File: config.mk
export PLATFORM = sky130hd
export DESIGN_NAME = frame_word_splitter
export DESIGN_NICKNAME = d
export VERILOG_FILES = /design/src/rtl/fws_pkg.sv /design/src/rtl/fws_beat_buffer.sv /design/src/rtl/fws_datapath.sv /design/src/rtl/fws_ctrl.sv /design/src/rtl/frame_word_splitter.sv
export SDC_FILE = /design/constraint.sdc
export NUM_CORES = 1
export LEC_CHECK = 0
export ABC_AREA = 1
export BUFFER_PORTS_ARGS = -buffer_cell sky130_fd_sc_hd__buf_4
export CAP_MARGIN = 25
export CORE_MARGIN = 2
export CORE_UTILIZATION = 30
export CTS_CLUSTER_SIZE = 30
export DETAILED_ROUTE_END_ITERATION = 16
export GPL_TIMING_DRIVEN = 1
export PLACE_DENSITY_LB_ADDON = 0.1
export SLEW_MARGIN = 25
export SYNTH_ARGS = -nofsm -noshare
export SYNTH_HDL_FRONTEND = slang
export SYNTH_SLANG_ARGS = --single-unit
File: constraint.sdc
create_clock -name clk -period 5.49 [get_ports clk]
set_input_delay 0.2745 -clock clk [delete_from_list [all_inputs] [get_ports clk]]
set_output_delay 0.2745 -clock clk [all_outputs]
set_load 0.1 [all_outputs]
File: src/rtl/fws_pkg.sv
package fws_pkg;

  // which slice of the buffered beat drives the stream payload
  typedef enum logic [1:0] {
    LANE_HIGH  = 2'd0,
    LANE_LOW   = 2'd1,
    LANE_TRAIL = 2'd2
  } laneSel_e;

  // emission phase of the control FSM
  typedef enum logic [1:0] {
    PH_HIGH  = 2'd0,
    PH_LOW   = 2'd1,
    PH_TRAIL = 2'd2
  } phase_e;

  // strobes from control to datapath
  typedef struct packed {
    logic     pop;
    laneSel_e lane;
  } dpStrobe_t;

endpackage

File: src/rtl/fws_beat_buffer.sv
module fws_beat_buffer #(
  parameter int W     = 67,
  parameter int DEPTH = 4
) (
  input  logic         clk,
  input  logic         rstN,
  input  logic         push,
  input  logic [W-1:0] pushData,
  input  logic         pop,
  output logic         full,
  output logic         empty,
  output logic [W-1:0] headData
);
  localparam int PTR_W = (DEPTH > 1) ? $clog2(DEPTH) : 1;
  localparam int CNT_W = $clog2(DEPTH + 1);
  localparam logic [PTR_W-1:0] LAST_SLOT = PTR_W'(DEPTH - 1);
  localparam logic [CNT_W-1:0] FULL_CNT  = CNT_W'(DEPTH);

  logic [W-1:0]     slots [DEPTH];
  logic [PTR_W-1:0] wrPtr, rdPtr;
  logic [CNT_W-1:0] count;

  always_ff @(posedge clk) begin
    if (push) slots[wrPtr] <= pushData;
  end

  always_ff @(posedge clk or negedge rstN) begin
    if (!rstN) begin
      wrPtr <= '0;
      rdPtr <= '0;
      count <= '0;
    end else begin
      if (push) wrPtr <= (wrPtr == LAST_SLOT) ? '0 : wrPtr + 1'b1;
      if (pop)  rdPtr <= (rdPtr == LAST_SLOT) ? '0 : rdPtr + 1'b1;
      case ({push, pop})
        2'b10:   count <= count + 1'b1;
        2'b01:   count <= count - 1'b1;
        default: count <= count;
      endcase
    end
  end

  assign full     = (count == FULL_CNT);
  assign empty    = (count == '0);
  assign headData = slots[rdPtr];

  // writer never pushes into a full buffer
  a_r8_no_overflow: assert property (@(posedge clk) disable iff (!rstN)
    push |-> !full);

  // control never retires a beat that is not there
  a_r10_no_underflow: assert property (@(posedge clk) disable iff (!rstN)
    pop |-> !empty);

endmodule

File: src/rtl/fws_datapath.sv
module fws_datapath
  import fws_pkg::*;
#(
  parameter int IN_W  = 64,
  parameter int DEPTH = 4
) (
  input  logic              clk,
  input  logic              rstN,
  input  logic              inValid,
  input  logic [IN_W-1:0]   inData,
  input  logic              inEndGood,
  input  logic              inEndBad,
  output logic              inReady,
  input  dpStrobe_t         strobe,
  output logic              headPresent,
  output logic              headHasData,
  output logic              headEnds,
  output logic [IN_W/2-1:0] outData
);
  localparam int OUT_W   = IN_W / 2;
  localparam int ENTRY_W = IN_W + 3;

  logic               full, empty, push;
  logic [ENTRY_W-1:0] entryIn, entryHead;
  logic [IN_W-1:0]    headWord;
  logic               headGood, headBad;

  // entry layout: {bad, good, dataValid, word}
  assign entryIn = {inEndBad, inEndGood, inValid, inData};
  assign inReady = !full;
  assign push    = (inValid || inEndGood || inEndBad) && !full;

  fws_beat_buffer #(.W(ENTRY_W), .DEPTH(DEPTH)) u_buffer (
    .clk      (clk),
    .rstN     (rstN),
    .push     (push),
    .pushData (entryIn),
    .pop      (strobe.pop),
    .full     (full),
    .empty    (empty),
    .headData (entryHead)
  );

  assign headWord    = entryHead[IN_W-1:0];
  assign headHasData = entryHead[IN_W];
  assign headGood    = entryHead[IN_W+1];
  assign headBad     = entryHead[IN_W+2];
  assign headPresent = !empty;
  assign headEnds    = headGood || headBad;

  always_comb begin
    unique case (strobe.lane)
      LANE_HIGH:  outData = headWord[IN_W-1:OUT_W];
      LANE_LOW:   outData = headWord[OUT_W-1:0];
      LANE_TRAIL: outData = {{(OUT_W-2){1'b0}}, headBad, headGood};
      default:    outData = '0;
    endcase
  end

  // status lane is only selected for a present beat that closed a frame
  a_r3_trailer_has_flag: assert property (@(posedge clk) disable iff (!rstN)
    (strobe.lane == LANE_TRAIL && strobe.pop) |-> (!empty && outData[1:0] != 2'b00));

endmodule

File: src/rtl/fws_ctrl.sv
module fws_ctrl
  import fws_pkg::*;
(
  input  logic      clk,
  input  logic      rstN,
  input  logic      headPresent,
  input  logic      headHasData,
  input  logic      headEnds,
  input  logic      outReady,
  output logic      outValid,
  output logic      outLast,
  output dpStrobe_t strobe
);
  phase_e phase, phaseNext;
  logic   fire;

  always_comb begin
    phaseNext   = phase;
    strobe.pop  = 1'b0;
    strobe.lane = LANE_HIGH;
    outValid    = 1'b0;
    outLast     = 1'b0;
    unique case (phase)
      PH_HIGH: begin
        strobe.lane = LANE_HIGH;
        outValid    = headPresent && headHasData;
      end
      PH_LOW: begin
        strobe.lane = LANE_LOW;
        outValid    = headPresent;
      end
      PH_TRAIL: begin
        strobe.lane = LANE_TRAIL;
        outValid    = headPresent;
        outLast     = headPresent;
      end
      default: ;
    endcase
    fire = outValid && outReady;
    unique case (phase)
      PH_HIGH: begin
        if (headPresent && !headHasData) phaseNext = PH_TRAIL;
        else if (fire)                   phaseNext = PH_LOW;
      end
      PH_LOW: begin
        if (fire) begin
          phaseNext  = headEnds ? PH_TRAIL : PH_HIGH;
          strobe.pop = !headEnds;
        end
      end
      PH_TRAIL: begin
        if (fire) begin
          phaseNext  = PH_HIGH;
          strobe.pop = 1'b1;
        end
      end
      default: phaseNext = PH_HIGH;
    endcase
  end

  always_ff @(posedge clk or negedge rstN) begin
    if (!rstN) phase <= PH_HIGH;
    else       phase <= phaseNext;
  end

  // a last marker is only raised for a beat that closed a frame
  a_r4_last_needs_end: assert property (@(posedge clk) disable iff (!rstN)
    outLast |-> headEnds);

  // a beat is retired only on a completed handshake
  a_r10_pop_on_fire: assert property (@(posedge clk) disable iff (!rstN)
    strobe.pop |-> (outValid && outReady));

  // after the upper half is taken, the lower half of the same word follows
  a_r2_low_after_high: assert property (@(posedge clk) disable iff (!rstN)
    (phase == PH_HIGH && outValid && outReady) |=> (outValid && !outLast && !strobe.pop || phase == PH_LOW));

endmodule

File: src/rtl/frame_word_splitter.sv
module frame_word_splitter
  import fws_pkg::*;
#(
  parameter int IN_W  = 64,
  parameter int DEPTH = 4
) (
  input  logic                clk,
  input  logic                rstN,
  input  logic                inValid,
  input  logic [IN_W-1:0]     inData,
  input  logic                inEndGood,
  input  logic                inEndBad,
  output logic                inReady,
  output logic                streamValid,
  output logic [IN_W/2-1:0]   streamData,
  output logic [IN_W/16-1:0]  streamKeep,
  output logic                streamLast,
  input  logic                streamReady
);
  localparam int OUT_W  = IN_W / 2;
  localparam int KEEP_W = OUT_W / 8;

  dpStrobe_t strobe;
  logic      headPresent, headHasData, headEnds;

  fws_datapath #(.IN_W(IN_W), .DEPTH(DEPTH)) u_datapath (
    .clk         (clk),
    .rstN        (rstN),
    .inValid     (inValid),
    .inData      (inData),
    .inEndGood   (inEndGood),
    .inEndBad    (inEndBad),
    .inReady     (inReady),
    .strobe      (strobe),
    .headPresent (headPresent),
    .headHasData (headHasData),
    .headEnds    (headEnds),
    .outData     (streamData)
  );

  fws_ctrl u_ctrl (
    .clk         (clk),
    .rstN        (rstN),
    .headPresent (headPresent),
    .headHasData (headHasData),
    .headEnds    (headEnds),
    .outReady    (streamReady),
    .outValid    (streamValid),
    .outLast     (streamLast),
    .strobe      (strobe)
  );

  assign streamKeep = {KEEP_W{1'b1}};

  // a stalled beat is held unchanged
  a_r7_stall_holds: assert property (@(posedge clk) disable iff (!rstN)
    (streamValid && !streamReady) |=> (streamValid && $stable(streamData) && $stable(streamLast)));

  // upper bits of the status beat are zero
  a_r3_status_upper_zero: assert property (@(posedge clk) disable iff (!rstN)
    (streamValid && streamLast) |-> (streamData[OUT_W-1:2] == '0));

endmodule

### Yosys cells after proc, flatten, opt, wreduce, memory -nomap -nowiden

Memories as Yosys holds them, arrays and structs flattened.
Cells that the tools add are included.

| storage, ports and cells | value |
|---|---|
| bits in registers | 9 |
| RAM bits | 268 |
| input port bits | 70 |
| output and inout bits | 39 |
| word-level logic and storage cells | 56 |
| memories | 1 |

| operators by class | value |
|---|---|
| $add $sub $neg | 4 |
| equal/unequal tests | 12 |
| multiplexer cells | 18 |
| reduce and logical (&&, ||, !) cells | 17 |

Memories:

| memory | depth | bits a word | read ports | clocked after memory_dff | write ports | line | source |
|---|---|---|---|---|---|---|---|
| u_datapath.u_buffer.slots | 4 | 67 | 1 | 0 | 1 | fws_beat_buffer.sv:19 | `logic [W-1:0] slots [DEPTH];` |

Operator list:

| operator | number |
|---|---|
| $pmux 32 s3 | 1 |
| $mux 2 | 7 |
| $eq 2x2->1 const B | 5 |
| $eq 2x1->1 const B | 3 |
| $pmux 2 s3 | 1 |
| $pmux 3 s2 | 1 |
| $mux 1 | 5 |
| $add 2x1->2 const B | 2 |
| $logic_and 1x1->1 | 4 |
| $logic_not 1->1 | 4 |
| $logic_not 2->1 | 2 |
| $ne 2x1->1 const B | 2 |
| $pmux 1 s2 | 2 |
| $pmux 2 s2 | 1 |
| $add 3x1->3 const B | 1 |
| $eq 3x3->1 const B | 1 |
| $logic_not 3->1 | 1 |
| $logic_or 1x1->1 | 3 |
| $ne 3x1->1 const B | 1 |
| $reduce_and 3->1 | 1 |
| $sub 3x1->3 const B | 1 |
| $reduce_bool 2->1 | 1 |
| $reduce_or 2->1 | 1 |

### Logic depth before layout (Yosys ltp)

Gate-level depths: netlist (run 1).

| logic depth | value |
|---|---|
| depth after elaboration | 9 |
| mapped depth | 15 |
| gate-level depth less buffers | 14 |

### Cells and area by module

From an unflattened synthesis (run 1), not the netlist that was laid out.

| second synthesis, totals | value |
|---|---|
| cells, all modules | 995 |
| area total of the unflattened synthesis | 11,846.4 sq um |

Modules (own cells, without submodules):

| module | times used | cells an instance | area an instance (sq um) | sequential area each (sq um) |
|---|---|---|---|---|
| fws_beat_buffer | 1 | 836 | 10,991.8 | 8,222.9 |
| fws_datapath | 1 | 117 | 551.8 | 0.0 |
| fws_ctrl | 1 | 37 | 269.0 | 50.0 |
| frame_word_splitter | 1 | 5 | 33.8 | 0.0 |

### Least setup slack after synthesis (run 1)

Ideal clock, no wire load.

| timing path | value |
|---|---|
| path type | register to register |
| start | register u_datapath.u_buffer.count[0] |
| end | memory u_datapath.u_buffer.slots[0][0], enable pin |
| setup time | 0.493 ns |
| data arrival time | 4.421 ns |
| required time | 4.997 ns |
| setup slack | 0.577 ns |
| stages on the path, launching flop included | 5 |
| path buffers | 0 |
| period minus slack after synthesis | 4.913 ns |
| cell sequence | dfrtp_1 > inv_1 > nand3_1 > o31ai_2 > nor2_1 |

| between the ends | value |
|---|---|
| longest elaborated chain between the ends | 5 |

RTL lines:

| element | line | source |
|---|---|---|
| start, declared | fws_beat_buffer.sv:21 | `logic [CNT_W-1:0] count;` |
| start signal, assigned | fws_beat_buffer.sv:36 | `2'b10: count <= count + 1'b1;` |
| start signal, assigned | fws_beat_buffer.sv:37 | `2'b01: count <= count - 1'b1;` |
| start signal, assigned | fws_beat_buffer.sv:38 | `default: count <= count;` |
| $eq 3x3->1 | fws_beat_buffer.sv:43 | `assign full = (count == FULL_CNT);` |
| $logic_not 1->1 | -- |  |
| net inReady | frame_word_splitter.sv:13 | `output logic inReady,` |
| $logic_and 1x1->1 | fws_datapath.sv:31 | `assign push = (inValid \|\| inEndGood \|\| inEndBad) && !full;` |
| $mux 1 | fws_beat_buffer.sv:24 | `if (push) slots[wrPtr] <= pushData;` |
| $mux 1 (implied by the code) | fws_beat_buffer.sv:24 |  |
| end, declared | fws_beat_buffer.sv:19 |  |

The timed path passes the listed nets, and every way through them passes these cells.

### Final worst setup path (run 1)

| timing path | value |
|---|---|
| start | register u_datapath.u_buffer.rdPtr[1] |
| end | output streamData[9] |

| between the ends | value |
|---|---|
| longest elaborated chain between the ends | 2 |

RTL lines:

| element | line | source |
|---|---|---|
| start, declared | fws_beat_buffer.sv:20 | `logic [PTR_W-1:0] wrPtr, rdPtr;` |
| start signal, assigned | fws_beat_buffer.sv:34 | `if (pop) rdPtr <= (rdPtr == LAST_SLOT) ? '0 : rdPtr + 1'b1;` |
| $mem_v2 4x67 | -- |  |
| $pmux 32 s3 | fws_datapath.sv:52 | `unique case (strobe.lane)` |
| end, declared | frame_word_splitter.sv:15 | `output logic [IN_W/2-1:0] streamData,` |

No other way between the ends.

==> key figures, run 1 <==
Status
  • Status: completed

STA
  • Max Clk Rate: between 200 and 300 MHz
  • # setup viols final: 0
  • Clock Skew: 15.1 ps
  • Final min period: 3850 ps
  • Worst rel slew slack: 0.360
  • RSZ-0062 raised after global routing: false
  • Setup Total Neg Slack: 0 ps
  • Slew Limit Fails: 0
  • Final period utilization: 0.701
  • Fin. Hold Viols: 0
  • Slew @ Worst Pin: between 900 and 1000 ps

Yosys
  • Synth top area share: 0.720
  • Count of state elements after synthesis: approximately 280
  • Seq/Total Area, Yosys: 0.740
  • Post-synth top area cell: edfxtp_1
  • Mapped cell area: approximately 11000 sq um
  • Synthesized instance count: approximately 860
  • Top-count cell post-synth: edfxtp_1
  • Post-synthesis area per instance: between 10 and 15 sq um
  • Syn. warnings: 0
  • Post-synth top cells: 268 x edfxtp_1, 136 x nor2_1, 96 x nand2_1
  • Unique cell type count in the Yosys netlist: 32
  • Primary FF master, synth: edfxtp_1
  • Largest cells by area after synthesis: edfxtp_1 72%, nor2_1 4.6%, o21ai_0 3.7%
  • Asr flop ratio synth: 0.0325
  • Post-synth EDFFs: between 200 and 300

Critical path
  • Critical path's slowest cell: dfrtp_2
  • Critical path class: flop to primary output
  • Startpoint Class: flop
  • Buffers plus inverters on the worst setup path: 3
  • Crit path arrival time: approximately 3600 ps
  • Crit path cell chain: inv_2 > buf_4 > o21ai_0 > o22ai_1 > nand2_1 > a21oi_1 > buf_4
  • Crit Path Max Fanout: 48
  • CP top delay family: buffers and inverters
  • Most Frequent Cell on Critical Path: buf_4
  • Crit path largest cell delay: approximately 760 ps
  • Crit end category: primary output
  • Worst EP required: between 5000 and 6000 ps

Floorplanning
  • Die Width: around 200 um
  • Die Height: about 200 um
  • DIE AREA: approximately 39000 sq um
  • Core region area: 36600 sq um
  • # IOs: 109
  • Row cnt: 70
  • Initial Util: 0.305

Route
  • DRT iter0 DRCs: 314
  • Via Count: ~7.1k
  • Final ANT Viol Nets: 0
  • Post-Route WL: a little under 30000 um
  • DRC viols: 0
  • Met2 wire length: roughly 14000 um
  • DRT Pass-1 Iters: 4
  • Vias per std cell: around 4.7
  • Max layer used: met4
  • Wire length on met1: between 10000 and 15000 um
  • WL met3: between 1000 and 1500 um
  • Routed WL per cell: a little under 20 um

Cells and area
  • Register Area: roughly 8300 sq um
  • Fill cells: roughly 3.5k
  • Post-layout net count: ~1.1k
  • Diodes inserted: 0
  • Layout cells sized above 1: 0.173
  • Design area: about 14000 sq um
  • Util after Layout: 0.384
  • Area of the multi-input gates: 2500 sq um
  • Area Growth Syn to Fin: 25.9%

Global route
  • Initial antenna violation count: 0
  • Largest net degree at the start of global routing: approximately 140
  • Vias in the first global route: about 7.3k
  • First-pass GRT wire length: ~44000 um
  • Gr ovfl total: 0
  • Total GRT Usage: 0.151

Clock tree
  • Num CTS Buffers: 34
  • CTS tree: yes
  • Clock buffer depth: 3
  • Clk Latency, worst-skew pair: between 500 and 600 ps
  • Post_cts resized: 0
  • CTS H-tree depth: 2
  • Sink Count: 277
  • Root Buffer: clkbuf_16
  • CTS clock-pin slew for the worst setup and hold paths: 50 ps

Place
  • Routability cong.: 0.715
  • Placed Area: around 12000 sq um
  • IO Port Bufs: between 100 and 150
  • Dpl hpwl: 16400 um

Run
  • Max cap viols: 0

Hold path
  • Worst hold path type: input port to flop
==> layout make-up <==
class,count,share of cell area
Inverter,19,0.00560
Multi-Input combinational cell,507,0.178
Tap cell,468,0.0416
Timing Repair Buffer,183,0.110
Clock inverter,14,0.00809
Sequential cell,277,0.588
Clock buffer,47,0.0692
==> metal layers <==
metal  track usage  vias to the layer above
met5             0                        -
met4        0.0379                        0
met3        0.0253                       40
met2         0.260                      130
met1         0.199                     3510
li1              -                     3456
==> registers in the layout, indices dropped and copies added, names as in the netlist <==
name / count
u_datapath.u_buffer.slots: 268
u_datapath.u_buffer.rdPtr: 2
u_datapath.u_buffer.wrPtr: 2
u_datapath.u_buffer.count: 3
u_ctrl.phase: 2
==> repair_timing <==
| action | 4_1_cts | 5_1_grt |
|---|---|---|
| setup endpoints to repair | 0 | 0 |
| buffers inserted | 0 | 0 |
| hold buffers | 67 | 0 |
| hold endpoints to repair | 273 | 0 |
==> path summary, 6_finish.rpt <==
kind,slack [ps],startpoint,cells after the start,end
worst max-delay path,1640,u_datapath.u_buffer.rdPtr[1],7,streamData[9]
worst min-delay path,20,inEndBad,1,u_datapath.u_buffer.slots[3][66]
worst max register to register,2210,u_datapath.u_buffer.rdPtr[0],13,u_datapath.u_buffer.count[2]
worst min register to register,500,u_datapath.u_buffer.count[0],1,u_datapath.u_buffer.count[0]
max in group asynchronous,5170,rstN,2,u_datapath.u_buffer.rdPtr[0]
min in group asynchronous,150,rstN,2,u_ctrl.phase[0]
==> cells in the final DEF, fill, tap and decap left out, drive strengths merged, types with 2 or more instances in the layout <==
| cell type | count |
|---|---|
| clkinv | 12 |
| nor2 | 137 |
| nand3 | 19 |
| o21ai | 129 |
| o22ai | 63 |
| edfxtp | 268 |
| inv | 18 |
| dfrtp | 9 |
| conb | 4 |
| o21bai | 2 |
| ha | 11 |
| xnor2 | 2 |
| clkbuf | 47 |
| bufinv | 2 |
| buf | 116 |
| a21oi | 34 |
| dlygate4sd3 | 67 |
| nand2 | 102 |
==> per-stage QoR <==
step | cells | setup WS (ps) | hold WS [ps]
after CTS | 1515 | 1610 | 2.55
after global routing | 1515 | 1490 | 8.01
after floorplan | 860 | 577 | -21.1
after global placement | 1387 | 1920 | 121
final | 1515 | 1640 | 18.1
after detailed placement | 1387 | 2150 | 118
==> cells by family after synthesis <==
kind of cell,share of synthesized area
xor+xnor,0.00157
compound gates,0.111
buf+inv,0.0395
other cells,0.000335
fa+ha+maj,0.0141
simple gates,0.0930
flops,0.740
==> worst register-to-register path, delay by kind of cell, from the launching register on <==
| kind | cells | cell delay [ps] |
|---|---|---|
| and+or+nand+nor | 6 | 790 |
| buffers and inverters | 2 | 750 |
| DFF | 1 | 730 |
| adders and majority gates | 2 | 520 |
| AOI/OAI and AO/OA | 2 | 250 |
| xor gates and xnor gates | 1 | 130 |
Power of run 1 is left out: the tool's default activity adds up to more than one toggle a clock period on the data nets, which glitch-free logic cannot reach.
==> inputs of run 2 (changes only) <==
- clock period: 5.49 -> 3.5 ns (I/O delays scaled with it)
==> run 2 against run 1 <==
Net effect:
- utilization up 0.13 points
- largest cell class unchanged
- first-iteration DRC count up 28%
- clock skew down 3.3 ps
==> key figures, run 2 (synthesized netlist as in run 1, its figures left out) <==
Status
  • Status: completed (unchanged)

Clock tree
  • Root Buffer: clkbuf_16 (unchanged)
  • Clock buffer depth: 3 (unchanged)
  • Clk Latency, worst-skew pair: 550 ps (was 510 ps)
  • CTS clock-pin slew for the worst setup and hold paths: 60 ps (was 50 ps)
  • Num CTS Buffers: 31 (was 34)
  • CTS H-tree depth: 1 (was 2)
  • Post_cts resized: 0 (unchanged)
  • CTS tree: yes (unchanged)
  • Sink Count: 277 (unchanged)

Critical path
  • Crit end category: primary output (unchanged)
  • Worst r2r path cells: 13 (unchanged)
  • Crit Path Max Fanout: 63 (was 48)
  • Critical path class: flop to primary output (unchanged)
  • Startpoint Class: flop (unchanged)
  • Worst EP required: 3320 ps (was 5220 ps)
  • Crit path arrival time: 3010 ps (was 3570 ps)

Floorplanning
  • # IOs: 109 (unchanged)
  • DIE AREA: 38800 sq um (unchanged)
  • Core region area: 36600 sq um (unchanged)
  • Die Height: 197 um (unchanged)
  • Die Width: 197 um (unchanged)
  • Row cnt: 70 (unchanged)
  • Initial Util: 0.305 (unchanged)

STA
  • Slew Limit Fails: 0 (unchanged)
  • Max Clk Rate: roughly 310 MHz
  • Setup slack after layout: 313 ps (was 1640 ps)
  • Final min period: 3190 ps
  • RSZ-0062 raised after global routing: false (unchanged)
  • Slew @ Worst Pin: 569 ps (was 960 ps)
  • # setup viols final: 0 (unchanged)
  • Clock Skew: 11.8 ps (was 15.1 ps)
  • Worst rel slew slack: 0.620 (was 0.360)
  • Setup Total Neg Slack: 0 ps (unchanged)
  • Fin. Hold Viols: 0 (unchanged)
  • Hold Slack: 58.6 ps (was 18.1 ps)
  • Final period utilization: 0.910

Place
  • Routability cong.: 0.714 (was 0.715)
  • IO Port Bufs: 104 (unchanged)
  • Dpl hpwl: 16700 um (was 16400 um)
  • Post-place setup slack: 752 ps (was 2150 ps)
  • Placed Area: 12500 sq um (was 12300 sq um)

Cells and area
  • Area Growth Syn to Fin: 26.3% (was 25.9%)
  • Most flops, register: u_datapath.u_buffer.slots (unchanged)
  • Most frequent cells in the layout: 268 x edfxtp_1, 132 x nor2_1, 115 x buf_4 (was 268 x edfxtp_1, 132 x nor2_1, 116 x buf_4)
  • Largest register FFs: 268 (unchanged)
  • Commonest non-fill, non-tap cell in the layout: edfxtp_1 (unchanged)
  • Design area: 14100 sq um (about the same)
  • Fill cells: 3507 (was 3544)
  • Post-layout net count: 1109 (was 1104)
  • Layout cells sized above 1: 0.177 (was 0.173)
  • Regs by FF count: u_datapath.u_buffer.slots: 268 flops, u_datapath.u_buffer.count: 3 flops (unchanged)
  • Diodes inserted: 0 (unchanged)

Route
  • DRT iter0 DRCs: 401 (was 314)
  • DRT Pass-1 Iters: 5 (was 4)
  • Via Count: 7242 (was 7136)
  • Final ANT Viol Nets: 0 (unchanged)
  • DRC viols: 0 (unchanged)
  • Vias per std cell: 4.77 (was 4.71)
  • Routed WL per cell: 19.1 um (was 19.4 um)
  • Post-Route WL: 29000 um (was 29300 um)

Run
  • Max cap viols: 0 (unchanged)

Hold path
  • WHS Path Cells: 4 (was 1)
  • Worst hold path type: input port to flop (unchanged)

Global route
  • Vias in the first global route: 7191 (was 7313)
  • Initial antenna violation count: 0 (unchanged)
  • Met3 Use GR: 0.0220 (was 0.0253)
  • GR Layer Usage met1: 0.198 (was 0.199)
  • Gr ovfl total: 0 (unchanged)
  • Met2 Use GR: 0.259 (was 0.260)
  • Total GRT Usage: 0.149 (was 0.151)
  • First-pass GRT wire length: 43700 um (was 44300 um)
  • GRT busiest layer: met2 (unchanged)
  • Largest net degree at the start of global routing: 91 (was 136)
==> run 2: cell types whose count changed in the layout (fill, tap and decap cells not counted), moves of 2 or more <==
| cell | previous run | this run |
|---|---|---|
| clkinv_4 | 0 | 2 |
| clkbuf_16 | 37 | 31 |
| buf_12 | 0 | 7 |
| clkbuf_1 | 9 | 4 |
| dlygate4sd3_1 | 67 | 69 |
==> run 2: area by class of cell <==
type                    instances  area (sq um)  share of cell area
inverters                      19          78.8             0.00558
clock inverters                20           190              0.0135
clock buffers                  35           791              0.0560
well taps                     468           586              0.0415
multi-input cells             507          2500               0.177
flip-flops and latches        277          8280               0.586
repair buffers                191          1690               0.120
==> run 2: metal layers <==
layer | part of all wire | vias to the layer above
met3 | 0.038 | 35
met4 | 0.018 | 0
met2 | 0.49 | 152
li1 | - | 3460
met1 | 0.45 | 3595
met5 | 0 | -
==> run 2: path summary, 6_finish.rpt <==
check	start	endpoint	slack (ps)
max	u_datapath.u_buffer.rdPtr[0]	streamData[8]	310
max in group asynchronous	rstN	u_datapath.u_buffer.rdPtr[0]	2460
min reg2reg	u_datapath.u_buffer.count[0]	u_datapath.u_buffer.count[0]	500
min in group asynchronous	rstN	u_ctrl.phase[1]	660
min	streamReady	u_ctrl.phase[1]	60
max reg2reg	u_datapath.u_buffer.rdPtr[0]	u_datapath.u_buffer.count[2]	730
==> run 2: metrics by stage <==
| step | utilization | std cells |
|---|---|---|
| 6_report | 0.386 | 1517 |
| 4_1_cts | 0.386 | 1517 |
| 3_5_place_dp | 0.340 | 1393 |
| 5_1_grt | 0.386 | 1517 |
| 3_3_place_gp | 0.340 | 1393 |
| 2_1_floorplan | - | 860 |
==> run 2: worst max-delay path, stage by stage (launching register included) <==
cell	delay [ps]
dfrtp_4	610
inv_8	330
buf_4	440
nor2_1	80
o22ai_1	190
nand2_1	70
a21oi_1	360
buf_4	370
==> run 2: timing repair <==
| action | 4_1_cts | 5_1_grt |
|---|---|---|
| endpoints found under the hold margin | 277 | 0 |
| setup buffers | 0 | 0 |
| hold buffers | 69 | 0 |
Power of run 2 is left out for the same reason.
